==> src/rtl/trig_sel_pkg.sv <==
package trig_sel_pkg;

    localparam int REG_W     = 8;
    localparam int NUM_LINES = 2;
    localparam int SEL_W     = 3;

    typedef enum logic [1:0] {
        SRC_CONV_PULSE = 2'b00,
        SRC_REF_CLK    = 2'b01,
        SRC_RESERVED   = 2'b10,
        SRC_RELEASE    = 2'b11
    } trig_src_e;

    // Bit layout is fixed: neighbours decode these fields.
    typedef struct packed {
        logic             arm_block;   // bit 7, active-low enable
        trig_src_e        src_line1;   // bits 6:5
        trig_src_e        src_line0;   // bits 4:3
        logic [SEL_W-1:0] osc_sel;     // bits 2:0
    } trig_ctrl_t;

    localparam trig_ctrl_t CTRL_RESET = '{
        arm_block: 1'b0,
        src_line1: SRC_RELEASE,
        src_line0: SRC_RELEASE,
        osc_sel:   '0
    };

    function automatic logic line_level(trig_src_e src, logic pulse_on, logic ref_q);
        logic lvl;
        case (src)
            SRC_CONV_PULSE: lvl = ~pulse_on;
            SRC_REF_CLK:    lvl = ref_q;
            default:        lvl = 1'b1;
        endcase
        return lvl;
    endfunction

    function automatic logic line_drives(trig_src_e src);
        return src != SRC_RELEASE;
    endfunction

    function automatic trig_src_e line_src(trig_ctrl_t c, int idx);
        return (idx == 0) ? c.src_line0 : c.src_line1;
    endfunction

endpackage

==> src/rtl/trig_ctrl_reg.sv <==
module trig_ctrl_reg
    import trig_sel_pkg::*;
(
    input  logic             clk,
    input  logic             rst,
    input  logic             wr_en,
    input  logic [REG_W-1:0] wr_data,
    output trig_ctrl_t       ctrl
);

    trig_ctrl_t ctrl_q;

    always_ff @(posedge clk) begin
        if (rst)
            ctrl_q <= CTRL_RESET;
        else if (wr_en)
            ctrl_q <= trig_ctrl_t'(wr_data);
    end

    assign ctrl = ctrl_q;

    AST_WR_READBACK: assert property (@(posedge clk) disable iff (rst)
        wr_en |=> (REG_W'(ctrl_q) == $past(wr_data)));
    AST_HOLD_NO_WRITE: assert property (@(posedge clk) disable iff (rst)
        !wr_en |=> $stable(ctrl_q));

endmodule

==> src/rtl/trig_pulse_stretch.sv <==
module trig_pulse_stretch #(
    parameter int PULSE_CYC = 2
) (
    input  logic clk,
    input  logic rst,
    input  logic fire,
    output logic active
);

    localparam int CNT_W = $clog2(PULSE_CYC + 1);
    localparam logic [CNT_W-1:0] CNT_LOAD = CNT_W'(PULSE_CYC);

    logic [CNT_W-1:0] cnt_q;

    always_ff @(posedge clk) begin
        if (rst)
            cnt_q <= '0;
        else if (fire)
            cnt_q <= CNT_LOAD;
        else if (cnt_q != '0)
            cnt_q <= cnt_q - 1'b1;
    end

    assign active = (cnt_q != '0);

    AST_PULSE_STARTS: assert property (@(posedge clk) disable iff (rst)
        fire |=> active);
    AST_PULSE_RESTART: assert property (@(posedge clk) disable iff (rst)
        fire |=> (cnt_q == CNT_LOAD));

endmodule

==> src/rtl/trig_line_mux.sv <==
module trig_line_mux
    import trig_sel_pkg::*;
(
    input  logic      clk,
    input  logic      rst,
    input  trig_src_e src,
    input  logic      pulse_on,
    input  logic      ref_in,
    output logic      line,
    output logic      oe
);

    logic ref_q;

    always_ff @(posedge clk) begin
        ref_q <= ref_in;
    end

    assign line = line_level(src, pulse_on, ref_q);
    assign oe   = line_drives(src);

    AST_REF_FOLLOW: assert property (@(posedge clk) disable iff (rst)
        (src == SRC_REF_CLK) |-> (line == $past(ref_in)));

endmodule

==> src/rtl/trig_out_select.sv <==
module trig_out_select
    import trig_sel_pkg::*;
#(
    parameter int PULSE_CYC = 2
) (
    input  logic                 clk,
    input  logic                 rst,
    input  logic                 wr_en,
    input  logic [7:0]           wr_data,
    output logic [7:0]           rd_data,
    input  logic                 conv_start,
    input  logic                 ref_clk_sel,
    output logic                 arm1_en,
    output logic [2:0]           ref_osc_sel,
    output logic [1:0]           trig_line,
    output logic [1:0]           trig_oe
);

    trig_ctrl_t ctrl;

    trig_ctrl_reg u_reg (
        .clk     (clk),
        .rst     (rst),
        .wr_en   (wr_en),
        .wr_data (wr_data),
        .ctrl    (ctrl)
    );

    assign rd_data     = REG_W'(ctrl);
    assign arm1_en     = ~ctrl.arm_block;
    assign ref_osc_sel = ctrl.osc_sel;

    for (genvar i = 0; i < NUM_LINES; i++) begin : g_line
        logic      pulse_on;
        trig_src_e src;

        assign src = line_src(ctrl, i);

        trig_pulse_stretch #(.PULSE_CYC(PULSE_CYC)) u_stretch (
            .clk    (clk),
            .rst    (rst),
            .fire   (conv_start),
            .active (pulse_on)
        );

        trig_line_mux u_mux (
            .clk      (clk),
            .rst      (rst),
            .src      (src),
            .pulse_on (pulse_on),
            .ref_in   (ref_clk_sel),
            .line     (trig_line[i]),
            .oe       (trig_oe[i])
        );

        AST_PULSE_LOW: assert property (@(posedge clk) disable iff (rst)
            ($past(conv_start) && rd_data[4+2*i -: 2] == 2'b00) |-> !trig_line[i]);
        AST_PULSE_ENDS: assert property (@(posedge clk) disable iff (rst)
            (!$past(conv_start) && !$past(conv_start, 2) && rd_data[4+2*i -: 2] == 2'b00)
            |-> trig_line[i]);
        AST_RELEASE_HIGH: assert property (@(posedge clk) disable iff (rst)
            (rd_data[4+2*i -: 2] == 2'b11) |-> (trig_line[i] && !trig_oe[i]));
        AST_RESERVED_HIGH: assert property (@(posedge clk) disable iff (rst)
            (rd_data[4+2*i -: 2] == 2'b10) |-> (trig_line[i] && trig_oe[i]));
    end

    AST_ARM_POLARITY: assert property (@(posedge clk) disable iff (rst)
        arm1_en == !rd_data[7]);

endmodule

==> config.mk <==
export PLATFORM = sky130hd
export DESIGN_NAME = trig_out_select
export DESIGN_NICKNAME = d
export VERILOG_FILES = /design/src/rtl/trig_sel_pkg.sv /design/src/rtl/trig_ctrl_reg.sv /design/src/rtl/trig_pulse_stretch.sv /design/src/rtl/trig_line_mux.sv /design/src/rtl/trig_out_select.sv
export SDC_FILE = /design/constraint.sdc
export NUM_CORES = 1
export LEC_CHECK = 0
export ABC_AREA = 1
export BUFFER_PORTS_ARGS = -buffer_cell sky130_fd_sc_hd__buf_2
export CAP_MARGIN = 20
export CORE_MARGIN = 1.5
export CORE_UTILIZATION = 46
export DETAILED_ROUTE_END_ITERATION = 8
export PLACE_DENSITY_LB_ADDON = 0.3
export SKIP_CTS_REPAIR_TIMING = 1
export SLEW_MARGIN = 25
export SYNTH_ARGS = -nofsm -noshare
export SYNTH_HDL_FRONTEND = slang
export SYNTH_HIERARCHICAL = 1
export SYNTH_SLANG_ARGS = --single-unit
export TNS_END_PERCENT = 100
==> constraint.sdc <==
create_clock -name clk -period 1.65 [get_ports clk]
set_input_delay 0 -clock clk [delete_from_list [all_inputs] [get_ports clk]]
set_output_delay 0 -clock clk [all_outputs]
set_load 0.05 [all_outputs]
==> summary.md, run 1 <==
| Metric | Value |
|---|---|
| Synth warn | `6` |
| Total Nets Final | `around 140` |
| Die ar. | `around 1500 um^2` |
| Setup Total Neg Slack | `0 ps` |
| Leak | `0.0004986 uW` |
| Largest net degree at the start of global routing | `14` |
| IO buf count | `28` |
| Worst slew margin | `0.8366` |
| Count leader, synth | `nand2_1` |
| Fmax | `0.8068 GHz` |
| Synth Instances | `between 80 and 90` |
| Post-DP HPWL | `872.2 um` |
| Critical path arrival | `1240 ps` |
| Reg2reg end | `u_reg/ctrl[5]` |
| Async SR Flop Fraction | `0` |
| Clock-pin slew on the worst setup and hold paths | `~90 ps` |
| Worst-Skew Late Latency | `between 200 and 300 ps` |
| Synth top area cells | `dfxtp_1 (47%), nand2_1 (19%), inv_1 (12%)` |
| Routed Antenna Nets | `0` |
| Avg Cell Area, Syn | `6.874 um^2` |
| Crit path time final | `around 1200 ps` |
| Worst R2R Path Depth | `2` |
| Final core occ | `0.7165` |
| Layout cells sized above 1 | `0.2787` |
| Worst clock skew | `0.1722 ps` |
| Hold path startpoint | `wr_data[2]` |
| Sink Count | `14` |
| Synth cell count leaders | `nand2_1 (30), inv_1 (19), dfxtp_1 (14), nor2_1 (10), nand3_1 (6)` |
| Antenna violations before repair | `0` |
| Internal | `552.4 uW` |
| H-tree levels | `1` |
| DRT iter0 DRCs | `8` |
| Clock root buffer | `clkbuf_4` |
| Switching power | `272.5 uW` |
| Actual slew at the worst max-slew pin | `approximately 240 ps` |
| # DRC | `0` |
| Max Fanout on Critical Path | `3` |
| Post-Route WL | `1.213 mm` |
| Final Hold Fails | `0` |
| Synthesis-stage register bit count | `14` |
| DR WL/cell | `roughly 9 um` |
| Reg2reg setup slack | `1030 ps` |
| Starting Density | `0.5173` |
| Detailed Routing Iterations Pass 1 | `4` |
| Synth area leader | `dfxtp_1` |
| Pwr/cell area | `995.9 nW/um^2` |
| Total GRT Usage | `0.1657` |
| Global-route wire length before repair | `1.690 mm` |
| CTS buffer count | `3` |
| Core Region | `1156 um^2` |
| Worst Hold Class | `in -> reg` |
| Netlist cell types | `9` |
| Hold endpoint | `u_reg/ctrl[2]` |
| Status | `completed` |
| Logic pwr share | `0.255` |
| GRT overflow | `0` |
| CP required | `1650 ps` |
| Final setup vio count | `0` |
| Hold Path Stages | `5` |
| GPL Wtd Cong | `between 0.6 and 0.7` |
| Max-slew violations | `0` |
| Via count | `585` |
| Total I/O pin count | `29` |
| Mapped Area | `598.1 um^2` |
| Crit Path Category | `reg -> out` |
| Sw frac | `0.3304` |
| RSZ-0062 raised after global routing | `false` |
| CTS tree | `built` |
| Synthesis-to-finish area growth | `38.49%` |
| Chip Height | `39.06 um` |
| Clk pwr share | `0.292` |
| Total power | `824.9 uW` |
| Critical Path End Type | `output port` |
| Startpoint Class | `flop` |
| Seq pwr share | `0.453` |
| Synth Net Count | `100` |
| Vias per std cell | `4.301` |
| Post-synth EDFFs | `0` |
| CTS Buffer Depth | `2` |
| Post-synth top area share | `0.4686` |
| Area of the multi-input gates | `212.7 um^2` |
| Reg area | `280.3 um^2` |
| # diodes | `0` |
| Number of global-route vias before repair | `around 430` |
| Crit Reg-Reg Startpoint | `u_reg/ctrl[5]` |
| Crit share post-route | `0.7512` |
| Sequential area share after synthesis | `0.4686` |
| Die X | `39.06 um` |
| # fillers | `108` |
| Cell row count | `12` |
| Synth Flop Type | `dfxtp_1` |
| Total of max-cap violations | `0` |
| Worst vdd ir | `0.5667 mV` |
[metal layers]
layer  GRT usage  routed length (um)  up-vias
li1            -                   -      315
met1      0.2042                 567      243
met2      0.2667                 553       25
met3     0.04046                  80        2
met4     0.07759                  11        0
met5           0                   0        -
[worst max-delay path by stage]
| stage | from | endpoint | slack, ps | depth (start not counted) |
|---|---|---|---|---|
| 5_1_grt | g_line[1].u_stretch/cnt_q[1] | trig_line[1] | 300 | 5 |
| 6_report | g_line[1].u_stretch/cnt_q[1] | trig_line[1] | 410 | 5 |
| 4_1_cts | g_line[1].u_stretch/cnt_q[1] | trig_line[1] | 410 | 5 |
| 3_3_place_gp | g_line[1].u_stretch/cnt_q[1] | trig_line[1] | 750 | 5 |
| 2_1_floorplan | u_reg/ctrl[3] | trig_oe[0] | 540 | 1 |
| 3_5_place_dp | g_line[0].u_stretch/cnt_q[1] | trig_line[0] | 730 | 5 |
[layout by cell type (no fill, tap or decap)]
cell type       n
buf_2          28
nand2_1        30
or2_1           2
nor2_1         10
nand3_2         2
dfxtp_1        14
inv_1          19
clkbuf_8        1
clkbuf_4        3
nand3_1         6
dlygate4sd3_1   7
[critical path: stages (launching register included)]
cell	delay, ps
dfxtp_1	320
or2_1	220
inv_1	60
nand2_1	60
nand3_2	50
buf_2	250
[power groups by stage]
stage	Clock, uW	Combinational, uW	Sequential, uW
6_report	241	211	373
5_1_grt	269	225	377
4_1_cts	248	198	374
3_5_place_dp	0	197	381
3_3_place_gp	0	195	381
2_1_floorplan	0	109	427
[registers in the layout (all words and copies together) (netlist names)]
register and flops:
u_reg/ctrl 8, g_line.u_stretch/cnt_q 4, g_line.u_mux/ref_q 2
[metrics by stage]
| step | setup slack (ps) | hold WS [ps] | instances | cell area, um^2 |
|---|---|---|---|---|
| 2_1_floorplan | 544.9 | 27.72 | 87 | 598.1 |
| 3_3_place_gp | 747.7 | 118.1 | 125 | 721.9 |
| 3_5_place_dp | 730.0 | 117.8 | 125 | 721.9 |
| 4_1_cts | 414.3 | -172.8 | 129 | 758.2 |
| 5_1_grt | 303.4 | 39.66 | 136 | 828.3 |
| 6_report | 410.5 | 12.85 | 136 | 828.3 |
[cell families (layout without fill, tap and decap cells)]
kind of cell,after synthesis,count (layout),synth area share
flops,14,14,0.4686
simple gates,50,50,0.3557
buf+inv,23,58,0.1757
[area by class of cell]
class | count | share of cell area
repair buffers | 35 | 0.2538
flip-flops and latches | 14 | 0.3384
inverters | 19 | 0.08610
multi-input cells | 50 | 0.2568
clock buffers | 4 | 0.04381
well taps | 14 | 0.02115
(Power assumes the default switching activity.)
==> inputs of run 2 (changes only) <==
CORE_UTILIZATION = 39   (was 46)
clock period = 1.1 ns   (was 1.65 ns; I/O delays follow)
==> summary.md, run 2 (same netlist as run 1, synthesis figures left out) <==
| Metric | Value |
|---|---|
| Critical path arrival | `1140 ps (-100 ps)` |
| Startpoint Class | `flop` |
| Total GRT Usage | `0.1521 (-0.01353)` |
| Layout cells sized above 1 | `0.3140 (+0.03536)` |
| Actual slew at the worst max-slew pin | `253.9 ps (+9.138 ps)` |
| Post-Route WL | `1.236 mm (+1.9%)` |
| Worst Hold Class | `in -> reg` |
| # diodes | `0 (unchanged)` |
| Commonest non-fill, non-tap cell in the layout | `nand2_1` |
| Worst clock skew | `0.07921 ps (-0.09301 ps)` |
| Crit Reg-Reg Startpoint | `u_reg/ctrl[5]` |
| Final Hold Fails | `0 (unchanged)` |
| # DRC | `0 (unchanged)` |
| H-tree levels | `1 (unchanged)` |
| DRT iter0 DRCs | `7 (-1)` |
| Internal | `835.3 uW (+51%)` |
| Worst Setup SP | `g_line[1].u_stretch/cnt_q[1]` |
| Clock-pin slew on the worst setup and hold paths | `80 ps (about the same)` |
| Post-DP Area | `728.2 um^2 (+0.87%)` |
| Max reg flops | `8 (unchanged)` |
| Total Nets Final | `135 (-0.74%)` |
| Worst-Skew Late Latency | `270 ps (about the same)` |
| Fmax | `between 0.8 and 0.9 GHz` |
| Pwr/cell area | `1470 nW/um^2 (+48%)` |
| Leak | `0.0005030 uW (+0.88%)` |
| Number of global-route vias before repair | `527 (+22%)` |
| Die ar. | `1777 um^2 (+17%)` |
| Logic pwr share | `0.260 (+0.005)` |
| Setup WS post-layout | `-35.36 ps (-445.9 ps)` |
| Core Region | `1366 um^2 (+18%)` |
| Max-slew violations | `0 (unchanged)` |
| GPL Wtd Cong | `0.7229 (+8.8%)` |
| Via count | `599 (+2.4%)` |
| Sw frac | `0.3262 (-0.004196)` |
| Final setup vio count | `2 (+2)` |
| Critical Path End Type | `output port` |
| Crit-path slowest cell | `dfxtp_2` |
| Crit path time final | `roughly 1100 ps` |
| CTS tree | `built` |
| WHS | `12.13 ps (-0.7154 ps)` |
| Detailed Routing Iterations Pass 1 | `4 (unchanged)` |
| CTS Buffer Depth | `2 (unchanged)` |
| Post-route cell area | `843.3 um^2 (+1.8%)` |
| Worst slew margin | `0.8319 (-0.004748)` |
| CTS buffer count | `3 (unchanged)` |
| Cell row count | `13 (+1)` |
| GRT overflow | `0 (unchanged)` |
| Switching power | `404.3 uW (+48%)` |
| Seq pwr share | `0.454 (about the same)` |
| Most frequent cells in the layout | `nand2_1 (28), buf_2 (26), inv_1 (19)` |
| Total of max-cap violations | `0 (unchanged)` |
| Synthesis-to-finish area growth | `41.00%` |
| Sink Count | `14 (unchanged)` |
| Post-DP HPWL | `910.8 um (+4.4%)` |
| Hold path startpoint | `wr_data[1]` |
| Chip Height | `42.16 um (+8.0%)` |
| Total I/O pin count | `29 (unchanged)` |
| RSZ-0062 raised after global routing | `true` |
| Clk pwr share | `0.286 (-0.006)` |
| Status | `finished with violations` |
| Clock root buffer | `clkbuf_4` |
| Failing checks | `setup timing` |
| CP required | `1100 ps (-550 ps)` |
| Worst vdd ir | `0.7007 mV (+24%)` |
| # fillers | `125 (+16%)` |
| Max Fanout on Critical Path | `3 (unchanged)` |
| Routed Antenna Nets | `0 (unchanged)` |
| Crit Path Category | `reg -> out` |
| Largest net degree at the start of global routing | `14 (unchanged)` |
| Vias per std cell | `4.404 (+2.4%)` |
| Antenna violations before repair | `0 (unchanged)` |
| CP cell instances | `or2_1, inv_1, nand2_1, nand3_2, buf_8` |
| Worst path max stage delay | `330 ps (about the same)` |
| Crit share post-route | `1.032` |
| Starting Density | `0.4377 (-0.07959)` |
| IO buf count | `28 (unchanged)` |
| Die X | `42.16 um (+8.0%)` |
| DR WL/cell | `9.088 um (+1.9%)` |
| Global-route wire length before repair | `2.021 mm (+20%)` |
[run 2: final timing paths]
kind                                  endpoint  slack (ps)  depth (start not counted)
setup / recovery                  trig_line[1]         -40                          5
hold / removal                   u_reg/ctrl[1]          10                          5
setup reg to reg                 u_reg/ctrl[5]         480                          2
hold reg to reg   g_line[1].u_stretch/cnt_q[0]         460                          2
[run 2: routing by layer]
metal / track usage / vias up / part of all wire
met5: 0 / - / 0
met4: 0.1313 / 0 / 0.017
met3: 0.03448 / 2 / 0.061
met2: 0.2400 / 17 / 0.46
met1: 0.1698 / 265 / 0.46
li1: - / 315 / -
[run 2: through the flow]
stage	setup TNS, ps	power, uW	utilization	setup WS [ps]	cells
final	-60.52	1240	0.6172	-35.36	136
after global routing	-232.3	1313	0.6172	-119.9	136
after CTS	-266.0	1233	0.5595	-137.4	130
after detailed placement	0	871.4	0.5330	174.7	126
after global placement	0	866.1	0.5330	198.6	126
after floorplan	0	807.2	-	23.42	87
[run 2: area by class of cell]
type | instances | area [um^2] | area share
multi-input combinational | 50 | 217.7 | 0.2582
sequential | 14 | 282.8 | 0.3353
inverter | 19 | 71.32 | 0.08457
tap | 15 | 18.77 | 0.02226
clock buffer | 4 | 36.28 | 0.04303
timing repair buffer | 34 | 216.5 | 0.2567
[run 2: power groups by stage]
stage                     Sequential [uW]  Clock, uW  Combinational (uW)
final                                 562        355                 322
after detailed placement              573          0                 298
after global placement                572          0                 294
after global routing                  567        401                 346
after floorplan                       642          0                 165
after CTS                             562        373                 299
[run 2: critical path, delay by kind of cell (launching register included)]
| kind | cells | cell delay, ps |
|---|---|---|
| AND/OR/NAND/NOR | 3 | 340 |
| flip-flops | 1 | 330 |
| buffers and inverters | 2 | 190 |
==> inputs of run 3 (changes only) <==
PLACE_DENSITY_LB_ADDON = 0.15   (was 0.3)
==> summary.md, run 3 (same netlist as run 1, synthesis figures left out) <==
| Metric | Value |
|---|---|
| Worst path max stage delay | `330 ps (about the same)` |
| Crit path time final | `1134 ps (-1.845 ps)` |
| Worst Hold Class | `in -> reg` |
| Status | `finished with violations` |
| Critical path arrival | `1130 ps (about the same)` |
| Pwr/cell area | `1484 nW/um^2 (+0.96%)` |
| Vias per std cell | `4.324 (-1.8%)` |
| Largest net degree at the start of global routing | `14 (unchanged)` |
| Number of global-route vias before repair | `455 (-14%)` |
| Setup WS post-layout | `-33.52 ps (+1.845 ps)` |
| Leak | `0.0005013 uW (-0.33%)` |
| Max Fanout on Critical Path | `3 (unchanged)` |
| Total I/O pin count | `29 (unchanged)` |
| Worst path bufs/invs | `2 (unchanged)` |
| CTS buffer count | `3 (unchanged)` |
| Reg area | `282.8 um^2 (unchanged)` |
| Non-filler cells, final | `136 (unchanged)` |
| CP required | `1100 ps (about the same)` |
| CTS Buffer Depth | `2 (unchanged)` |
| GRT overflow | `0 (unchanged)` |
| Total GRT Usage | `0.1387 (-0.01347)` |
| # fillers | `135 (+8.0%)` |
| Most frequent cells in the layout | `nand2_1 (28), buf_2 (26), inv_1 (19)` |
| Max reg flops | `8 (unchanged)` |
| Starting Density | `0.4377 (unchanged)` |
| Hold Path Stages | `5 (unchanged)` |
| Placed insts | `126 (unchanged)` |
| Die X | `42.16 um (unchanged)` |
| Fmax | `0.8822 GHz (+0.16%)` |
| Cell row count | `13 (unchanged)` |
| Total power | `1246 uW (+0.51%)` |
| # diodes | `0 (unchanged)` |
| Crit share post-route | `1.030 (-0.001677)` |
| Synthesis-to-finish area growth | `40.38%` |
| Clock-pin slew on the worst setup and hold paths | `80 ps (about the same)` |
| Worst vdd ir | `0.9026 mV (+29%)` |
| Commonest non-fill, non-tap cell in the layout | `nand2_1` |
| Crit Reg-Reg Startpoint | `u_reg/ctrl[5]` |
| CTS tree | `built` |
| Total Nets Final | `135 (unchanged)` |
| WHS | `7.247 ps (-4.883 ps)` |
| # DRC | `0 (unchanged)` |
| RSZ-0062 raised after global routing | `true` |
| Antenna violations before repair | `0 (unchanged)` |
| Worst R2R Path Depth | `2 (unchanged)` |
| Total of max-cap violations | `0 (unchanged)` |
| Final Hold Fails | `0 (unchanged)` |
| Post-DP HPWL | `848.1 um (-6.9%)` |
| Post-Route WL | `1.202 mm (-2.8%)` |
| Chip Height | `42.16 um (unchanged)` |
| Crit Path Category | `reg -> out` |
| Reg2reg setup slack | `490 ps (about the same)` |
| Worst-Skew Late Latency | `270 ps (about the same)` |
| Detailed Routing Iterations Pass 1 | `4 (unchanged)` |
| Clock root buffer | `clkbuf_4` |
| Area of the multi-input gates | `217.7 um^2 (unchanged)` |
| Die ar. | `1777 um^2 (unchanged)` |
| DR WL/cell | `8.838 um (-2.8%)` |
| Hold path startpoint | `wr_data[1]` |
| Global-route wire length before repair | `1.869 mm (-7.5%)` |
| Failing checks | `setup timing` |
| Max-slew violations | `0 (unchanged)` |
| Hold endpoint | `u_reg/ctrl[1]` |
| Actual slew at the worst max-slew pin | `260.6 ps (+6.645 ps)` |
| Via count | `588 (-1.8%)` |
| Startpoint Class | `flop` |
| Worst slew margin | `0.8261 (-0.005786)` |
| Family with the most delay on the worst path | `flip-flops` |
| Worst clock skew | `0.07575 ps (-0.003469 ps)` |
| Sink Count | `14 (unchanged)` |
| Core Region | `1366 um^2 (unchanged)` |
| CP cell instances | `or2_1, inv_1, nand2_1, nand3_2, buf_6` |
| Crit-path slowest cell | `dfxtp_2` |
| Critical Path End Type | `output port` |
| H-tree levels | `1 (unchanged)` |
| Reg2reg end | `u_reg/ctrl[5]` |
| DRT iter0 DRCs | `10 (+3)` |
| GPL Wtd Cong | `0.7335 (+1.5%)` |
| Post-Place Worst Slack | `180.2 ps (+5.494 ps)` |
| IO buf count | `28 (unchanged)` |
| Layout cells sized above 1 | `0.3140 (unchanged)` |
| Routed Antenna Nets | `0 (unchanged)` |
| Final setup vio count | `2 (unchanged)` |
-- run 3: worst max-delay path by stage --
stage                                            start  cells after the start            to
after floorplan                          u_reg/ctrl[3]                      3  trig_line[0]
after global placement    g_line[1].u_stretch/cnt_q[1]                      5  trig_line[1]
after detailed placement  g_line[1].u_stretch/cnt_q[1]                      5  trig_line[1]
after CTS                 g_line[1].u_stretch/cnt_q[1]                      5  trig_line[1]
after global routing      g_line[0].u_stretch/cnt_q[1]                      5  trig_line[0]
final                     g_line[1].u_stretch/cnt_q[1]                      5  trig_line[1]
-- run 3: final cells by class --
cell class	instances	share of cell area
clock buffer	4	0.04322
timing repair buffer	34	0.2534
multi-input combinational	50	0.2593
inverter	19	0.08495
tap	15	0.02235
sequential	14	0.3368
-- run 3: metrics by stage --
stage / utilization / TNS, ps / instance area, um^2
CTS: 0.5595 / -259.4 / 764.5
detailed placement: 0.5330 / 0 / 728.2
global placement: 0.5330 / 0 / 728.2
finish: 0.6145 / -54.10 / 839.6
global route: 0.6145 / -201.0 / 839.6
floorplan: - / 0 / 603.1
-- run 3: worst min-delay path, delay by kind of cell --
kind | cells | cell delay, ps
AND/OR/NAND/NOR | 3 | 150
buffers and inverters | 2 | 100
-- run 3: power by group --
group | total (uW) | switching (uW) | internal [uW]
Clock | 365 | 163 | 201
Combinational | 319 | 225 | 94.4
Sequential | 562 | 23.9 | 538
Total | 1250 | 412 | 834
-- run 3: layer usage --
layer | track usage | share of wire
met2 | 0.1877 | 0.47
met1 | 0.1878 | 0.47
met5 | 0 | 0
met4 | 0.09375 | 0.010
met3 | 0.03879 | 0.044
